--- src/rtl/xl_pkg.sv ---
package xl_pkg;

   typedef enum logic [1:0] {
      ST_IDLE,
      ST_CODE,
      ST_DATA,
      ST_WAIT
   } xl_state_e;

   localparam int CODE_LSB  = 16;
   localparam int CODE_W    = 8;
   localparam int FIFO_BIT  = 15;
   localparam int DIR_BIT   = 14;
   localparam int PWAIT_BIT = 13;
   localparam int SWAIT_BIT = 11;
   localparam int SLEN_W    = 4;
   localparam int BCNT_LSB  = 16;

   typedef struct packed {
      logic [CODE_W-1:0] code;
      logic              fifo_path;
      logic              rd;
      logic              want_int;
      logic [SLEN_W-1:0] slen;
   } xl_cmd_t;

endpackage

--- src/rtl/xl_decode.sv ---
module xl_decode
   import xl_pkg::*;
#(
   parameter int SHORT_MAX = 8,
   parameter int BCNT_W    = 16,
   parameter int BSIZE_W   = 12,
   localparam int LEN_W    = BCNT_W + BSIZE_W
) (
   input  logic [31:0]        word,
   input  logic               serial_mode,
   input  logic [BCNT_W-1:0]  blk_cnt,
   input  logic [BSIZE_W-1:0] blk_size,
   output xl_cmd_t            cmd,
   output logic [LEN_W-1:0]   len
);

   always_comb begin
      cmd.code      = word[CODE_LSB +: CODE_W];
      cmd.fifo_path = word[FIFO_BIT];
      cmd.rd        = word[DIR_BIT];
      cmd.want_int  = serial_mode ? word[SWAIT_BIT] : word[PWAIT_BIT];
      cmd.slen      = word[SLEN_W-1:0];
   end

   always_comb begin
      if (cmd.fifo_path)
         len = LEN_W'(blk_cnt) * LEN_W'(blk_size);
      else if (32'(cmd.slen) > SHORT_MAX)
         len = LEN_W'(SHORT_MAX);
      else
         len = LEN_W'(cmd.slen);
   end

endmodule

--- src/rtl/xl_prm.sv ---
module xl_prm #(
   parameter int NPRM   = 2,
   localparam int NBYTE = NPRM * 4,
   localparam int IDX_W = $clog2(NBYTE),
   localparam int PW    = 32 * NPRM
) (
   input  logic             clk,
   input  logic             rst_n,
   input  logic             busy,
   input  logic [NPRM-1:0]  we,
   input  logic [31:0]      wdata,
   input  logic             clr,
   input  logic             ld_en,
   input  logic [IDX_W-1:0] ld_idx,
   input  logic [7:0]       ld_byte,
   output logic [PW-1:0]    q
);

   for (genvar r = 0; r < NPRM; r++) begin : g_reg
      for (genvar b = 0; b < 4; b++) begin : g_byte
         localparam int K = r * 4 + b;
         always_ff @(posedge clk or negedge rst_n) begin
            if (!rst_n)
               q[K*8 +: 8] <= '0;
            else if (clr)
               q[K*8 +: 8] <= '0;
            else if (!busy && we[r])
               q[K*8 +: 8] <= wdata[b*8 +: 8];
            else if (ld_en && ld_idx == IDX_W'(K))
               q[K*8 +: 8] <= ld_byte;
         end
      end
   end

   // host writes have no effect while an operation runs
   a_r10_busy_hold: assert property (@(posedge clk) disable iff (!rst_n)
      (busy && !ld_en) |=> $stable(q));

endmodule

--- src/rtl/xl_seq.sv ---
module xl_seq
   import xl_pkg::*;
#(
   parameter int LEN_W = 28,
   parameter int IDX_W = 3,
   parameter int PW    = 64
) (
   input  logic             clk,
   input  logic             rst_n,
   input  logic             cmd_we,
   input  xl_cmd_t          cmd,
   input  logic [LEN_W-1:0] len,
   input  logic [PW-1:0]    prm_q,
   input  logic             fifo_empty,
   input  logic [7:0]       fifo_rdata,
   input  logic             fifo_full,
   input  logic             rx_vld,
   input  logic [7:0]       rx_byte,
   input  logic             card_int,
   output logic             busy,
   output logic             cmd_done,
   output logic             xfer_done,
   output logic             proto_err,
   output logic             tx_vld,
   output logic [7:0]       tx_byte,
   output logic             rx_rdy,
   output logic             fifo_pop,
   output logic             fifo_push,
   output logic [7:0]       fifo_wdata,
   output logic             prm_clr,
   output logic             prm_ld,
   output logic [IDX_W-1:0] prm_idx,
   output logic [7:0]       prm_byte
);

   xl_state_e        state, state_nx;
   xl_cmd_t          cur;
   logic [LEN_W-1:0] len_r, idx;
   logic             accept, beat, last, fin;

   assign busy    = (state != ST_IDLE);
   assign accept  = cmd_we && !busy;
   assign prm_idx = idx[IDX_W-1:0];

   always_comb begin
      tx_vld = 1'b0;
      rx_rdy = 1'b0;
      if (state == ST_CODE)
         tx_vld = 1'b1;
      else if (state == ST_DATA) begin
         if (cur.rd)
            rx_rdy = cur.fifo_path ? !fifo_full : 1'b1;
         else
            tx_vld = cur.fifo_path ? !fifo_empty : 1'b1;
      end
   end

   always_comb begin
      if (state == ST_CODE)
         tx_byte = cur.code;
      else if (cur.fifo_path)
         tx_byte = fifo_rdata;
      else
         tx_byte = prm_q[{prm_idx, 3'b000} +: 8];
   end

   assign beat       = (state == ST_DATA) && (cur.rd ? (rx_vld && rx_rdy) : tx_vld);
   assign last       = beat && (idx == len_r - LEN_W'(1));
   assign fifo_pop   = beat && !cur.rd && cur.fifo_path;
   assign fifo_push  = beat && cur.rd && cur.fifo_path;
   assign fifo_wdata = rx_byte;
   assign prm_ld     = beat && cur.rd && !cur.fifo_path;
   assign prm_byte   = rx_byte;
   assign prm_clr    = accept && cmd.rd && !cmd.fifo_path;

   assign fin = ((state == ST_CODE) && (len_r == '0) && !cur.want_int)
             || (last && !cur.want_int)
             || ((state == ST_WAIT) && card_int);

   always_comb begin
      state_nx = state;
      unique case (state)
         ST_IDLE: if (accept) state_nx = ST_CODE;
         ST_CODE: begin
            if (len_r != '0)   state_nx = ST_DATA;
            else if (fin)      state_nx = ST_IDLE;
            else               state_nx = ST_WAIT;
         end
         ST_DATA: begin
            if (fin)           state_nx = ST_IDLE;
            else if (last)     state_nx = ST_WAIT;
         end
         ST_WAIT: if (fin) state_nx = ST_IDLE;
         default: state_nx = ST_IDLE;
      endcase
   end

   always_ff @(posedge clk or negedge rst_n) begin
      if (!rst_n) begin
         state     <= ST_IDLE;
         cur       <= '0;
         len_r     <= '0;
         idx       <= '0;
         cmd_done  <= 1'b0;
         xfer_done <= 1'b0;
         proto_err <= 1'b0;
      end else begin
         state <= state_nx;
         if (accept) begin
            cur       <= cmd;
            len_r     <= len;
            idx       <= '0;
            cmd_done  <= 1'b0;
            xfer_done <= 1'b0;
            proto_err <= 1'b0;
         end else begin
            if (cmd_we) proto_err <= 1'b1;
            if (beat) idx <= idx + LEN_W'(1);
            if (last && cur.fifo_path) xfer_done <= 1'b1;
            if (fin) begin
               cmd_done  <= 1'b1;
               xfer_done <= 1'b1;
            end
         end
      end
   end

   // both events present when the operation ends
   a_r8_end_events: assert property (@(posedge clk) disable iff (!rst_n)
      $fell(busy) |-> (cmd_done && xfer_done));
   // command event never visible during an operation
   a_r8_no_early_done: assert property (@(posedge clk) disable iff (!rst_n)
      !(cmd_done && busy));
   // stray command word flags a protocol error
   a_r9_stray_cmd: assert property (@(posedge clk) disable iff (!rst_n)
      (busy && cmd_we) |=> proto_err);
   // first busy cycle sends the code byte
   a_r2_code_first: assert property (@(posedge clk) disable iff (!rst_n)
      $rose(busy) |-> tx_vld);
   // a pop always pairs with a sent byte, a push with an offered byte
   a_r5_pop_pair: assert property (@(posedge clk) disable iff (!rst_n)
      fifo_pop |-> (tx_vld && !fifo_empty));
   a_r5_push_pair: assert property (@(posedge clk) disable iff (!rst_n)
      fifo_push |-> (rx_vld && !fifo_full));
   // waiting holds busy until the card interrupt
   a_r7_wait_hold: assert property (@(posedge clk) disable iff (!rst_n)
      (state == ST_WAIT && !card_int) |=> busy);

endmodule

--- src/rtl/xfer_launch.sv ---
module xfer_launch
   import xl_pkg::*;
#(
   parameter int BCNT_W  = 16,
   parameter int BSIZE_W = 12,
   parameter int NPRM    = 2,
   localparam int SHORT_MAX = NPRM * 4,
   localparam int LEN_W     = BCNT_W + BSIZE_W,
   localparam int IDX_W     = $clog2(SHORT_MAX),
   localparam int PW        = 32 * NPRM
) (
   input  logic            clk,
   input  logic            rst_n,
   input  logic            cmd_we,
   input  logic [31:0]     cmd_wdata,
   input  logic            blk_we,
   input  logic [31:0]     blk_wdata,
   input  logic [NPRM-1:0] prm_we,
   input  logic [31:0]     prm_wdata,
   output logic [PW-1:0]   prm_q,
   input  logic            serial_mode,
   output logic            busy,
   output logic            cmd_done,
   output logic            xfer_done,
   output logic            proto_err,
   output logic            cbus_tx_vld,
   output logic [7:0]      cbus_tx_byte,
   input  logic            cbus_rx_vld,
   input  logic [7:0]      cbus_rx_byte,
   output logic            cbus_rx_rdy,
   input  logic            card_int,
   input  logic            fifo_empty,
   input  logic [7:0]      fifo_rdata,
   output logic            fifo_pop,
   input  logic            fifo_full,
   output logic            fifo_push,
   output logic [7:0]      fifo_wdata
);

   if (NPRM < 1 || NPRM > 3) begin : g_bad_nprm
      $error("NPRM must be 1..3 so the short count fits the 4-bit field");
   end
   if (BCNT_W < 1 || BCNT_W > 16) begin : g_bad_bcnt
      $error("BCNT_W must be 1..16");
   end
   if (BSIZE_W < 1 || BSIZE_W > 12) begin : g_bad_bsize
      $error("BSIZE_W must be 1..12");
   end

   logic [BCNT_W-1:0]  blk_cnt;
   logic [BSIZE_W-1:0] blk_size;

   always_ff @(posedge clk or negedge rst_n) begin
      if (!rst_n) begin
         blk_cnt  <= '0;
         blk_size <= '0;
      end else if (blk_we) begin
         blk_cnt  <= blk_wdata[BCNT_LSB +: BCNT_W];
         blk_size <= blk_wdata[BSIZE_W-1:0];
      end
   end

   xl_cmd_t          cmd;
   logic [LEN_W-1:0] len;
   logic             prm_clr, prm_ld;
   logic [IDX_W-1:0] prm_idx;
   logic [7:0]       prm_byte;

   xl_decode #(.SHORT_MAX(SHORT_MAX), .BCNT_W(BCNT_W), .BSIZE_W(BSIZE_W)) i_dec (
      .word        (cmd_wdata),
      .serial_mode (serial_mode),
      .blk_cnt     (blk_cnt),
      .blk_size    (blk_size),
      .cmd         (cmd),
      .len         (len)
   );

   xl_seq #(.LEN_W(LEN_W), .IDX_W(IDX_W), .PW(PW)) i_seq (
      .clk        (clk),
      .rst_n      (rst_n),
      .cmd_we     (cmd_we),
      .cmd        (cmd),
      .len        (len),
      .prm_q      (prm_q),
      .fifo_empty (fifo_empty),
      .fifo_rdata (fifo_rdata),
      .fifo_full  (fifo_full),
      .rx_vld     (cbus_rx_vld),
      .rx_byte    (cbus_rx_byte),
      .card_int   (card_int),
      .busy       (busy),
      .cmd_done   (cmd_done),
      .xfer_done  (xfer_done),
      .proto_err  (proto_err),
      .tx_vld     (cbus_tx_vld),
      .tx_byte    (cbus_tx_byte),
      .rx_rdy     (cbus_rx_rdy),
      .fifo_pop   (fifo_pop),
      .fifo_push  (fifo_push),
      .fifo_wdata (fifo_wdata),
      .prm_clr    (prm_clr),
      .prm_ld     (prm_ld),
      .prm_idx    (prm_idx),
      .prm_byte   (prm_byte)
   );

   xl_prm #(.NPRM(NPRM)) i_prm (
      .clk     (clk),
      .rst_n   (rst_n),
      .busy    (busy),
      .we      (prm_we),
      .wdata   (prm_wdata),
      .clr     (prm_clr),
      .ld_en   (prm_ld),
      .ld_idx  (prm_idx),
      .ld_byte (prm_byte),
      .q       (prm_q)
   );

endmodule

--- config.mk ---
export PLATFORM = sky130hd
export DESIGN_NAME = xfer_launch
export DESIGN_NICKNAME = d
export VERILOG_FILES = /design/src/rtl/xl_pkg.sv /design/src/rtl/xl_decode.sv /design/src/rtl/xl_prm.sv /design/src/rtl/xl_seq.sv /design/src/rtl/xfer_launch.sv
export SDC_FILE = /design/constraint.sdc
export NUM_CORES = 1
export LEC_CHECK = 0
export ABC_AREA = 1
export BUFFER_PORTS_ARGS = -buffer_cell sky130_fd_sc_hd__buf_4
export CELL_PAD_IN_SITES_DETAIL_PLACEMENT = 0
export CELL_PAD_IN_SITES_GLOBAL_PLACEMENT = 1
export CORE_UTILIZATION = 40
export CTS_BUF_LIST = sky130_fd_sc_hd__clkbuf_4 sky130_fd_sc_hd__clkbuf_8 sky130_fd_sc_hd__clkbuf_16
export CTS_CLUSTER_DIAMETER = 100
export CTS_CLUSTER_SIZE = 20
export DETAILED_ROUTE_END_ITERATION = 8
export GPL_ROUTABILITY_DRIVEN = 1
export GPL_TIMING_DRIVEN = 1
export MAX_ROUTING_LAYER = met4
export PLACE_DENSITY_LB_ADDON = 0.25
export SYNTH_ARGS = -nofsm -noshare
export SYNTH_HDL_FRONTEND = slang
export SYNTH_SLANG_ARGS = --single-unit
--- constraint.sdc ---
create_clock -name clk -period 4.8 [get_ports clk]
set_clock_uncertainty 0.05 [all_clocks]
set_input_delay 0.48 -clock clk [delete_from_list [all_inputs] [get_ports clk]]
set_output_delay 0.48 -clock clk [all_outputs]
set_load 0.02 [all_outputs]
==> run metrics, run 1 <==
failing checks=negative setup slack; Worst Setup Start Kind=flip-flop; FF-to-FF Start=blk_size[9]$_DFFE_PN0P_; Port Buffers=190; hold crit path type=in2reg; core area=0.03793 sq mm; slew margin rel.=27.81%; via count=13892; routed vias/inst=approximately 5; synth unique cells=55; DRC Markers=0; Hold Path Sink=i_seq.cur[11]$_DFFE_PN0P_; top_reg_cell synth=dfrtp_1; clk buf depth=2; leading area contributor after synthesis=dfrtp_1; register clock-pin slew on the reported worst setup and hold paths=roughly 70 ps; clock insertion delay at the later pin of the skew report=470 ps; DR pass1 iterations=5; Routed Antenna Nets=0; post-synth net total=~2300; commonest non-fill, non-tap cells in the layout=428 x nand2_1, 349 x inv_1, 307 x buf_4; fin crit period=around 5000 ps; placed instance area=between 0.015 and 0.02 sq mm; Max Cap Violations=0; largest net degree at the start of global routing=99; EDFF count, synth=0; most common cell after layout, fill and taps aside=nand2_1; DIE AREA=0.03954 sq mm; WL/cell=16.49 um; Syn Std Cell Area=0.01550 sq mm; Initial DRC Count=719; grt total ovfl=0; crit path cell chain=buf_12 > nand2_1 > inv_1 > fa_1 > inv_2 > fa_1 > inv_2 > fa_1 > fa_1 > inv_2 > fa_1 > inv_2 > ha_4 > buf_6 > a21oi_4 > o21ai_2 > a221oi_2 > nand3_2 > buf_4 > buf_6 > o21ai_2 > nand2_1; Crit. End Element=flip-flop; RSZ-0062 raised after global routing=yes; mean post-synth cell area=7.734 sq um; WP data required=5110 ps; crit-path max FO=7; initial antenna violation count=0; period utilization=104.4%; Slew @ Worst Pin=1083 ps; post-route cell area=~0.02 sq mm; register area=0.004124 sq mm; Post-DP HPWL=35990 um; status=finished, violations left; Initial Utilization=around two fifths; worst r2r path cells=22; pins over their slew limit=0; I/O pin total=roughly 210; number of sinks on the clock net=164; H-tree Lvls=4; Hold Vio Cnt, Final=0; Antenna Cells=0; GRT met1 Usage=30.90%; Area contributors post-synth=dfrtp_1 26%, fa_1 18%, nand2_1 11%; FFs w/ async S/R, synth=100.0%; Root Driver=clkbuf_16; met3 GRT Util=under 10%; CP Class=reg2reg; Critical R2R Capture=i_seq.len_r[25]$_DFFE_PN0P_; total CTS buffers=17; row count=71; nets=2611; fmax=~200 MHz; crit-path max cell delay=550 ps; area grow syn2layout=27.52%; RD Place Congestion=0.9208; final wirelength=46150 um; Fill cells=3717; # setup viols final=11; CTS tree=built; Multi-input gate area=0.01014 sq mm; r2r setup slk=-210 ps; worst slack, placed=-472.8 ps; register area share after synthesis=a little over a quarter; yosys warns=0; hold wc startpoint=cmd_wdata[20]; cell mode on critical path=fa_1; Die H=198.9 um; slowest CP cell=fa_1; share of the synthesized area in the top cell type=26.48%; layout cell share with drive strength beyond 1=roughly a quarter; WP data arrival=about 5300 ps; busiest grt layer=met2; Mapped Cells=2004; Die Wd=198.9 um; synthesized flop and latch total=164; final setup margin=-210.6 ps; met2 GRT Util=41.40%; worst hold stages=3; vias in the first global route=about 14000; Total Routing Usage GR=24.59%; first-pass GRT wire length=73060 um
## cells by family (layout without fill, tap and decap cells)
family	count (synthesis)	after routing	synth area share (%)
compound gates	354	354	12.88
xor+xnor	43	43	2.430
fa+ha+maj	213	213	23.97
buf+inv	475	759	11.85
flops	164	164	26.48
mux	28	28	2.034
simple gates	727	727	20.35
## final cells by class
| cell class | count | area share, % |
|---|---|---|
| inverter | 381 | 7.248 |
| tap | 511 | 3.235 |
| multi-input combinational | 1365 | 51.33 |
| timing repair buffer | 346 | 14.27 |
| clock inverter | 13 | 0.7976 |
| sequential | 164 | 20.86 |
| clock buffer | 19 | 2.260 |
## stage by stage
stage | setup TNS (ps) | std cells | hold slack, ps | util, %
after floorplan | -7.931 | 2004 | 134.4 | -
after global placement | -3362 | 2726 | 404.9 | 47.86
after detailed placement | -4070 | 2726 | 408.5 | 47.86
after CTS | -943.6 | 2780 | 145.5 | 50.93
after global routing | -3607 | 2799 | 156.2 | 52.11
final | -1253 | 2799 | 162.9 | 52.11
## per-layer routing
layer | up-vias | routed length [um]
li1 | 6824 | -
met1 | 6735 | 20220
met2 | 270 | 23210
met3 | 63 | 1743
met4 | 0 | 972
met5 | - | 0
## critical path, delay by kind of cell (launching register included)
family                     cells  cell delay (ps)
adders and majority gates      6             2820
buffers and inverters          9              770
AOI/OAI and AO/OA              4              620
DFF                            1              400
and+or+nand+nor                3              250
## Yosys cell counts, types with 7 or more instances
cell type / n
inv_1: 373
o211ai_1: 39
buf_4: 8
nor3_1: 16
nand2_1: 450
o21ai_0: 152
mux2_2: 28
xnor2_1: 16
buf_2: 11
a211oi_1: 10
nor2_1: 128
o31ai_1: 11
nand4_1: 19
fa_1: 140
xor2_1: 27
nor2_2: 13
o21ai_1: 7
a21oi_1: 108
nand2_2: 8
ha_1: 73
clkbuf_1: 72
nand3_1: 57
dfrtp_1: 164
## how the worst max path moves through the flow
stage                            startpoint                           to  slack, ps
floorplan           blk_size[5]$_DFFE_PN0P_  i_seq.len_r[20]$_DFFE_PN0P_         -8
global placement    blk_size[6]$_DFFE_PN0P_  i_seq.len_r[27]$_DFFE_PN0P_       -450
detailed placement  blk_size[6]$_DFFE_PN0P_  i_seq.len_r[27]$_DFFE_PN0P_       -470
CTS                 blk_size[6]$_DFFE_PN0P_  i_seq.len_r[23]$_DFFE_PN0P_       -180
global route        blk_size[9]$_DFFE_PN0P_  i_seq.len_r[27]$_DFFE_PN0P_       -400
finish              blk_size[9]$_DFFE_PN0P_  i_seq.len_r[25]$_DFFE_PN0P_       -210
## sequential cells by signal, summed over array words and instances (netlist names), 2 cells and up
name and cells:
i_seq.state 2, i_seq.cur 11, i_seq.len_r 28, blk_size 12, blk_cnt 16, i_prm.q 64
i_seq.idx 28
## repair_timing
action,in CTS,in global routing
gates resized for setup,106,91
endpoints found under the setup margin,17,17
buffers inserted,22,22
pin swaps,43,65
hold buffers,1,0
hold endpoints to repair,10,0
cloned,1,0
Power of run 1 is not shown: default switching activity piles up to over one toggle a cycle in this logic, so the estimate is an artifact.
==> inputs of run 2 (changes only) <==
Settings changed: ABC_AREA 1 to default, CORE_UTILIZATION 40 to 41.
==> run 2 against run 1 <==
- the run ends with design-rule violations, negative hold slack, negative setup slack left
- wire length down 8.5%
- area after synthesis down 4.0%
- die area down 6.3%
- sequential cell count unchanged
- sequential share of layout area up 0.93 points
- hold slack worse by 180 ps
- register-to-register slack worse by 240 ps
- global-route usage down 0.46 points
- final cell count down 14%
==> run metrics, run 2 <==
crit path cell chain=buf_6 > buf_4 > buf_4 > and2_1 > fa_1 > inv_1 > fa_1 > fa_1 > inv_1 > fa_1 > ha_1 > ha_4 > a21o_1 > a21o_1 > a211o_1 > a22o_1 > a311oi_4 > buf_4 > xor2_1 > o21ai_1; largest net degree at the start of global routing=a little under 100; Simple-Gate Fraction of Synth Area=~18%; CTS Hold Bufs=0; post-synth net total=roughly 2000; Hold Vio Cnt, Final=17; most common cell after layout, fill and taps aside=buf_4; fmax=190.5 MHz; FFs w/ async S/R, synth=100.0%; crit-path max FO=5; Root Driver=clkbuf_16; synthesized flop and latch total=164; worst r2r path cells=20; failing checks=design-rule violations, negative hold slack, negative setup slack; fin crit period=5249 ps; Max Cap Violations=0; RD Place Congestion=0.8639; largest registers=i_prm.q: 64 flops, i_seq.idx: 28 flops, i_seq.len_r: 28 flops; layout cell share with drive strength beyond 1=27.77%; Routed Antenna Nets=0; Worst Setup Start Kind=flip-flop; number of sinks on the clock net=164; Largest Register=i_prm.q; period utilization=109.3%; clock insertion delay at the later pin of the skew report=450 ps; cell family with most CP delay=adder cells; yosys warns=0; grt total ovfl=0; Critical R2R Capture=i_seq.len_r[25]$_DFFE_PN0P_; multiplexer area fraction after synthesis=4.902%; # setup viols final=13; pins over their slew limit=0; setup TNS=-3670 ps; top_reg_cell synth=dfrtp_1; WP data arrival=5500 ps; first-pass GRT wire length=66740 um; Crit. End Element=flip-flop; non-filler cells, final=2395; via count=12559; status=finished, violations left; routed vias/inst=5.244; Syn Std Cell Area=between 0.01 and 0.015 sq mm; Area contributors post-synth=dfrtp_1 28%, fa_1 19%, nand2_1 7.2%; WL/cell=approximately 18 um; final setup margin=-448.6 ps; Fill cells=3345; Antenna Cells=0; slowest CP cell=fa_1; Initial DRC Count=865; number of flip-flops in the largest register=between 60 and 70; largest family of logic cells by synthesized area=adder cells; mean post-synth cell area=9.035 sq um; Worst Setup SP=blk_cnt[9]$_DFFE_PN0P_; Hold WS=-14.33 ps; Port Buffers=190; critical path depth=20; cell mode on critical path=fa_1; Adder-Cell Fraction of Synth Area=approximately 25%; FF-to-FF Start=blk_cnt[9]$_DFFE_PN0P_; register clock-pin slew on the reported worst setup and hold paths=roughly 70 ps; CTS tree=built; register area=roughly 0.0041 sq mm; nets=roughly 2300; area grow syn2layout=27.12%; Compound-Gate Fraction of Synth Area=13.15%; crit-path max cell delay=500 ps; initial antenna violation count=0; EDFF count, synth=0; hold crit path type=in2async; DIE AREA=0.03706 sq mm; WP data required=5050 ps; Slew @ Worst Pin=983.5 ps; total CTS buffers=17; VDD IR max=0.001096 V; vias in the first global route=12283; clk buf depth=2; count leader, synth=nand2_1; RSZ-0062 raised after global routing=yes; core area=0.03566 sq mm; register area share after synthesis=27.58%; Synth top cells by count=284 x nand2_1, 195 x inv_1, 164 x dfrtp_1, 140 x fa_1, 114 x a21oi_1; row count=slightly below 70; Worst Setup EP=i_seq.len_r[25]$_DFFE_PN0P_; leading area contributor after synthesis=dfrtp_1; Initial Utilization=between 40% and 50%; H-tree Lvls=4; Die Wd=between 150 and 200 um; CP Class=reg2reg; Total Routing Usage GR=24.12%; Inst Count DP=2327; DR pass1 iterations=7; worst path buffer plus inverter count=6; final wirelength=42240 um; share of the synthesized area in the top cell type=27.58%; Post-DP HPWL=32520 um; r2r setup slk=-450 ps; xor/xnor cell area share of the yosys netlist=approximately 4.2%; slew margin rel.=about a third; P_leak=9.223 nW; Power Density=923.8 mW/mm^2; DRC Markers=5; commonest non-fill, non-tap cells in the layout=326 x buf_4, 279 x nand2_1, 187 x inv_1; synth unique cells=73; Die H=192.5 um; Mapped Cells=1647; I/O pin total=211; Multi-input gate area=0.01012 sq mm
## run 2: cell count changes in the layout (fill, tap and decap cells not counted), sizes merged, moves of 60 or more
cell | before | now
and2 | 0 | 72
nand2 | 460 | 284
nor2 | 148 | 67
o21ai | 159 | 44
o31ai | 11 | 71
inv | 388 | 199
## run 2: how the worst min path moves through the flow
| stage | from | to |
|---|---|---|
| floorplan | rst_n | blk_cnt[0]$_DFFE_PN0P_ |
| global placement | i_seq.cur[11]$_DFFE_PN0P_ | i_seq.cur[11]$_DFFE_PN0P_ |
| detailed placement | i_seq.cur[10]$_DFFE_PN0P_ | i_seq.cur[10]$_DFFE_PN0P_ |
| CTS | rst_n | i_seq.idx[19]$_DFFE_PN0P_ |
| global route | rst_n | i_seq.cur[8]$_DFFE_PN0P_ |
| finish | rst_n | i_seq.cur[8]$_DFFE_PN0P_ |
## run 2: cells by family (layout without fill, tap and decap cells)
| family | after synthesis | in the layout |
|---|---|---|
| AND/OR/NAND/NOR | 554 | 554 |
| AO/OA/AOI/OAI | 306 | 306 |
| flip-flops | 164 | 164 |
| buffers and inverters | 291 | 578 |
| adder cells (fa/ha/maj) | 213 | 213 |
| XOR/XNOR | 70 | 70 |
| multiplexers | 49 | 49 |
## run 2: where the power goes
group | switching (mW) | internal [mW] | leakage (nW)
logic | 6.78 | 7.25 | 6.86
registers | 0.355 | 1.68 | 2.08
clock network | 0.641 | 0.773 | 0.290
total | 7.78 | 9.70 | 9.22
## run 2: layer usage
metal	wire length, um	share of wire [%]	up-vias	GRT usage, %
li1	-	-	5982	-
met3	1790	4.2	53	3.673
met2	19430	46	280	36.46
met4	914	2.2	0	5.209
met5	0	0	-	-
met1	20100	48	6244	34.20
## run 2: area by class of cell
type	count	share of cell area (%)
flip-flops and latches	164	21.80
clock buffers	21	2.507
inverters	195	3.870
multi-input cells	1192	53.51
clock inverters	11	0.6085
well taps	461	3.049
repair buffers	351	14.66
## run 2: stage by stage
step,power [mW],hold WS [ps],worst slack (ps),instance area [sq um],utilization [%]
2_1_floorplan,9.428,134.4,-362.2,15130,-
3_3_place_gp,13.59,411.0,-543.2,17630,49.45
3_5_place_dp,13.69,413.7,-591.3,17630,49.45
4_1_cts,16.15,20.57,-428.5,18630,52.25
5_1_grt,19.02,37.82,-623.7,18920,53.05
6_report,17.47,-14.33,-448.6,18920,53.05
## run 2: repair_timing
| item | 4_1_cts | 5_1_grt |
|---|---|---|
| setup buffers | 28 | 9 |
| resized for setup | 56 | 54 |
| pin swaps | 33 | 41 |
| endpoints found under the setup margin | 15 | 16 |
## run 2: worst reg2reg max path, delay by kind of cell, from the launching register on
family                   cells  cell delay (ps)
buffers and inverters        6              660
AO/OA/AOI/OAI                6             1230
adder cells (fa/ha/maj)      6             2390
XOR/XNOR                     1              140
AND/OR/NAND/NOR              1              160
flip-flops                   1              460
(Power assumes the default switching activity.)
==> inputs of run 3 (changes only) <==
Settings changed: BUFFER_PORTS_ARGS -buffer_cell sky130_fd_sc_hd__buf_4 to -buffer_cell sky130_fd_sc_hd__buf_2, CORE_MARGIN from default to 10.
==> run 3 against run 2 <==
- the run ends with negative hold slack, negative setup slack left
- combinational power fell by 9%
- sequential cell count unchanged
- non-clock buffer count decreased by 7
- register-to-register slack gained 20 ps
- critical path depth down 2
- worst setup slack gained 18 ps
- wire length increased by 5.1%
- core utilization down 1.7 points
- count of clock-buffer cells in the layout did not move
- highest routed layer unchanged
==> run metrics, run 3 (synthesized netlist as in run 2, its figures left out) <==
slew margin rel.=33.17%; WP data arrival=5500 ps; CP Class=reg2reg; DR pass1 iterations=5; DRC Markers=0; CTS Hold Bufs=0; Fill cells=approximately 3400; crit path cell chain=buf_4 > and2_1 > fa_2 > fa_1 > fa_1 > fa_1 > inv_1 > fa_1 > inv_1 > ha_1 > and4_1 > a221o_1 > a41oi_2 > o22ai_2 > a31o_4 > buf_4 > xnor2_2 > o21ai_1; via count=12628; clock insertion delay at the later pin of the skew report=~460 ps; Post-DP HPWL=34940 um; setup TNS=-3762 ps; Hold Vio Cnt, Final=1; final setup margin=-431.0 ps; worst path buffer plus inverter count=4; FF-to-FF Start=blk_size[9]$_DFFE_PN0P_; total CTS buffers=17; RD Place Congestion=0.9105; Die Wd=about 210 um; status=finished, violations left; DIE AREA=0.04431 sq mm; core area=0.03566 sq mm; Total Routing Usage GR=approximately a fifth; I/O pin total=roughly 210; largest net degree at the start of global routing=93; crit-path max cell delay=580 ps; number of flip-flops in the largest register=64; P_leak=9.046 nW; most common cell after layout, fill and taps aside=nand2_1; Tot Pwr=about 16 mW; post-route cell area=0.01830 sq mm; CTS tree=built; Hold WS=-0.1138 ps; H-tree Lvls=4; r2r setup slk=-430 ps; Critical R2R Capture=i_seq.len_r[24]$_DFFE_PN0P_; grt total ovfl=0; Routed Antenna Nets=0; worst r2r path cells=18; number of sinks on the clock net=164; failing checks=negative hold slack, negative setup slack; cell mode on critical path=fa_1; register clock-pin slew on the reported worst setup and hold paths=70 ps; cell family with most CP delay=adder cells; commonest non-fill, non-tap cells in the layout=278 x nand2_1, 190 x buf_2, 188 x inv_1; vias in the first global route=13036; fmax=191.2 MHz; period utilization=109.0%; # setup viols final=14; Root Driver=clkbuf_16; Die H=between 200 and 250 um; final wirelength=around 44000 um; Inst Count DP=2324; initial antenna violation count=1; RSZ-0062 raised after global routing=yes; row count=69; WP data required=5070 ps; layout cell share with drive strength beyond 1=between 20% and 30%; VDD IR max=0.001137 V; Crit. End Element=flip-flop; Initial DRC Count=796; largest registers=i_prm.q: 64 flops, i_seq.idx: 28 flops, i_seq.len_r: 28 flops; first-pass GRT wire length=71740 um; slowest CP cell=fa_2; clk buf depth=2; pins over their slew limit=0; routed vias/inst=5.286; Slew @ Worst Pin=between 900 and 1000 ps; Power Density=885.5 mW/mm^2; Largest Register=i_prm.q; non-filler cells, final=2389; fin crit period=5231 ps; Initial Utilization=41.73%; nets=2250; crit-path max FO=9; Worst Setup Start Kind=flip-flop; WL/cell=between 15 and 20 um; hold crit path type=in2async; Max Cap Violations=0; area grow syn2layout=23.01%; Port Buffers=190; placed instance area=0.01715 sq mm
## run 3: cell types whose count changed in the layout (fill, tap and decap cells not counted), moves of 3 or more
cell	previous run	this run
a21oi_2	5	8
a21oi_4	6	1
buf_12	5	8
buf_2	0	190
buf_4	326	130
buf_6	20	16
nor2_1	63	67
nor2_2	3	0
o21ai_0	27	31
o21ai_1	13	10
## run 3: final cells by class
class                   instances  area, sq um  area share [%]
multi-input cells            1192         9988           54.57
flip-flops and latches        164         4124           22.53
repair buffers                344         2267           12.39
inverters                     195        732.0           3.999
well taps                     461        576.8           3.151
clock buffers                  21        474.2           2.591
clock inverters                11        138.9          0.7588
diodes                          1        2.502         0.01367
## run 3: how the worst max path moves through the flow
stage | to | depth (start not counted) | slack, ps | from
after floorplan | i_seq.len_r[26]$_DFFE_PN0P_ | 18 | -360 | blk_cnt[5]$_DFFE_PN0P_
after global placement | i_seq.len_r[21]$_DFFE_PN0P_ | 18 | -480 | blk_size[3]$_DFFE_PN0P_
after detailed placement | i_seq.len_r[26]$_DFFE_PN0P_ | 17 | -590 | blk_size[3]$_DFFE_PN0P_
after CTS | i_seq.len_r[26]$_DFFE_PN0P_ | 17 | -420 | blk_size[6]$_DFFE_PN0P_
after global routing | i_seq.len_r[25]$_DFFE_PN0P_ | 20 | -630 | blk_size[6]$_DFFE_PN0P_
final | i_seq.len_r[24]$_DFFE_PN0P_ | 18 | -430 | blk_size[9]$_DFFE_PN0P_
## run 3: per-layer routing
metal | track usage [%] | wire, um
met1 | 27.60 | 20530
met2 | 33.13 | 21230
met3 | 3.160 | 1805
met4 | 5.495 | 844
met5 | - | 0
## run 3: worst reg2reg max path, delay by kind of cell (launching register included)
kind	cells	cell delay, ps
compound gates	5	940
xor+xnor	1	110
fa+ha+maj	6	2770
buf+inv	4	410
flops	1	410
simple gates	2	410
## run 3: per-stage QoR
step / setup WS [ps] / util (%)
after detailed placement: -591.0 / 48.09
after global routing: -626.2 / 51.34
final: -431.0 / 51.34
after floorplan: -362.2 / -
after global placement: -484.5 / 48.09
after CTS: -422.9 / 51.10
## run 3: what timing repair did
action | in CTS | in global routing
setup buffers | 29 | 3
resized for setup | 60 | 17
pin swaps | 23 | 15
setup endpoints to repair | 15 | 16
## run 3: power by group
part / total, mW / switching [mW] / internal [mW]
Combinational: 12.8 / 6.39 / 6.36
Clock: 1.47 / 0.644 / 0.826
Sequential: 1.98 / 0.303 / 1.68
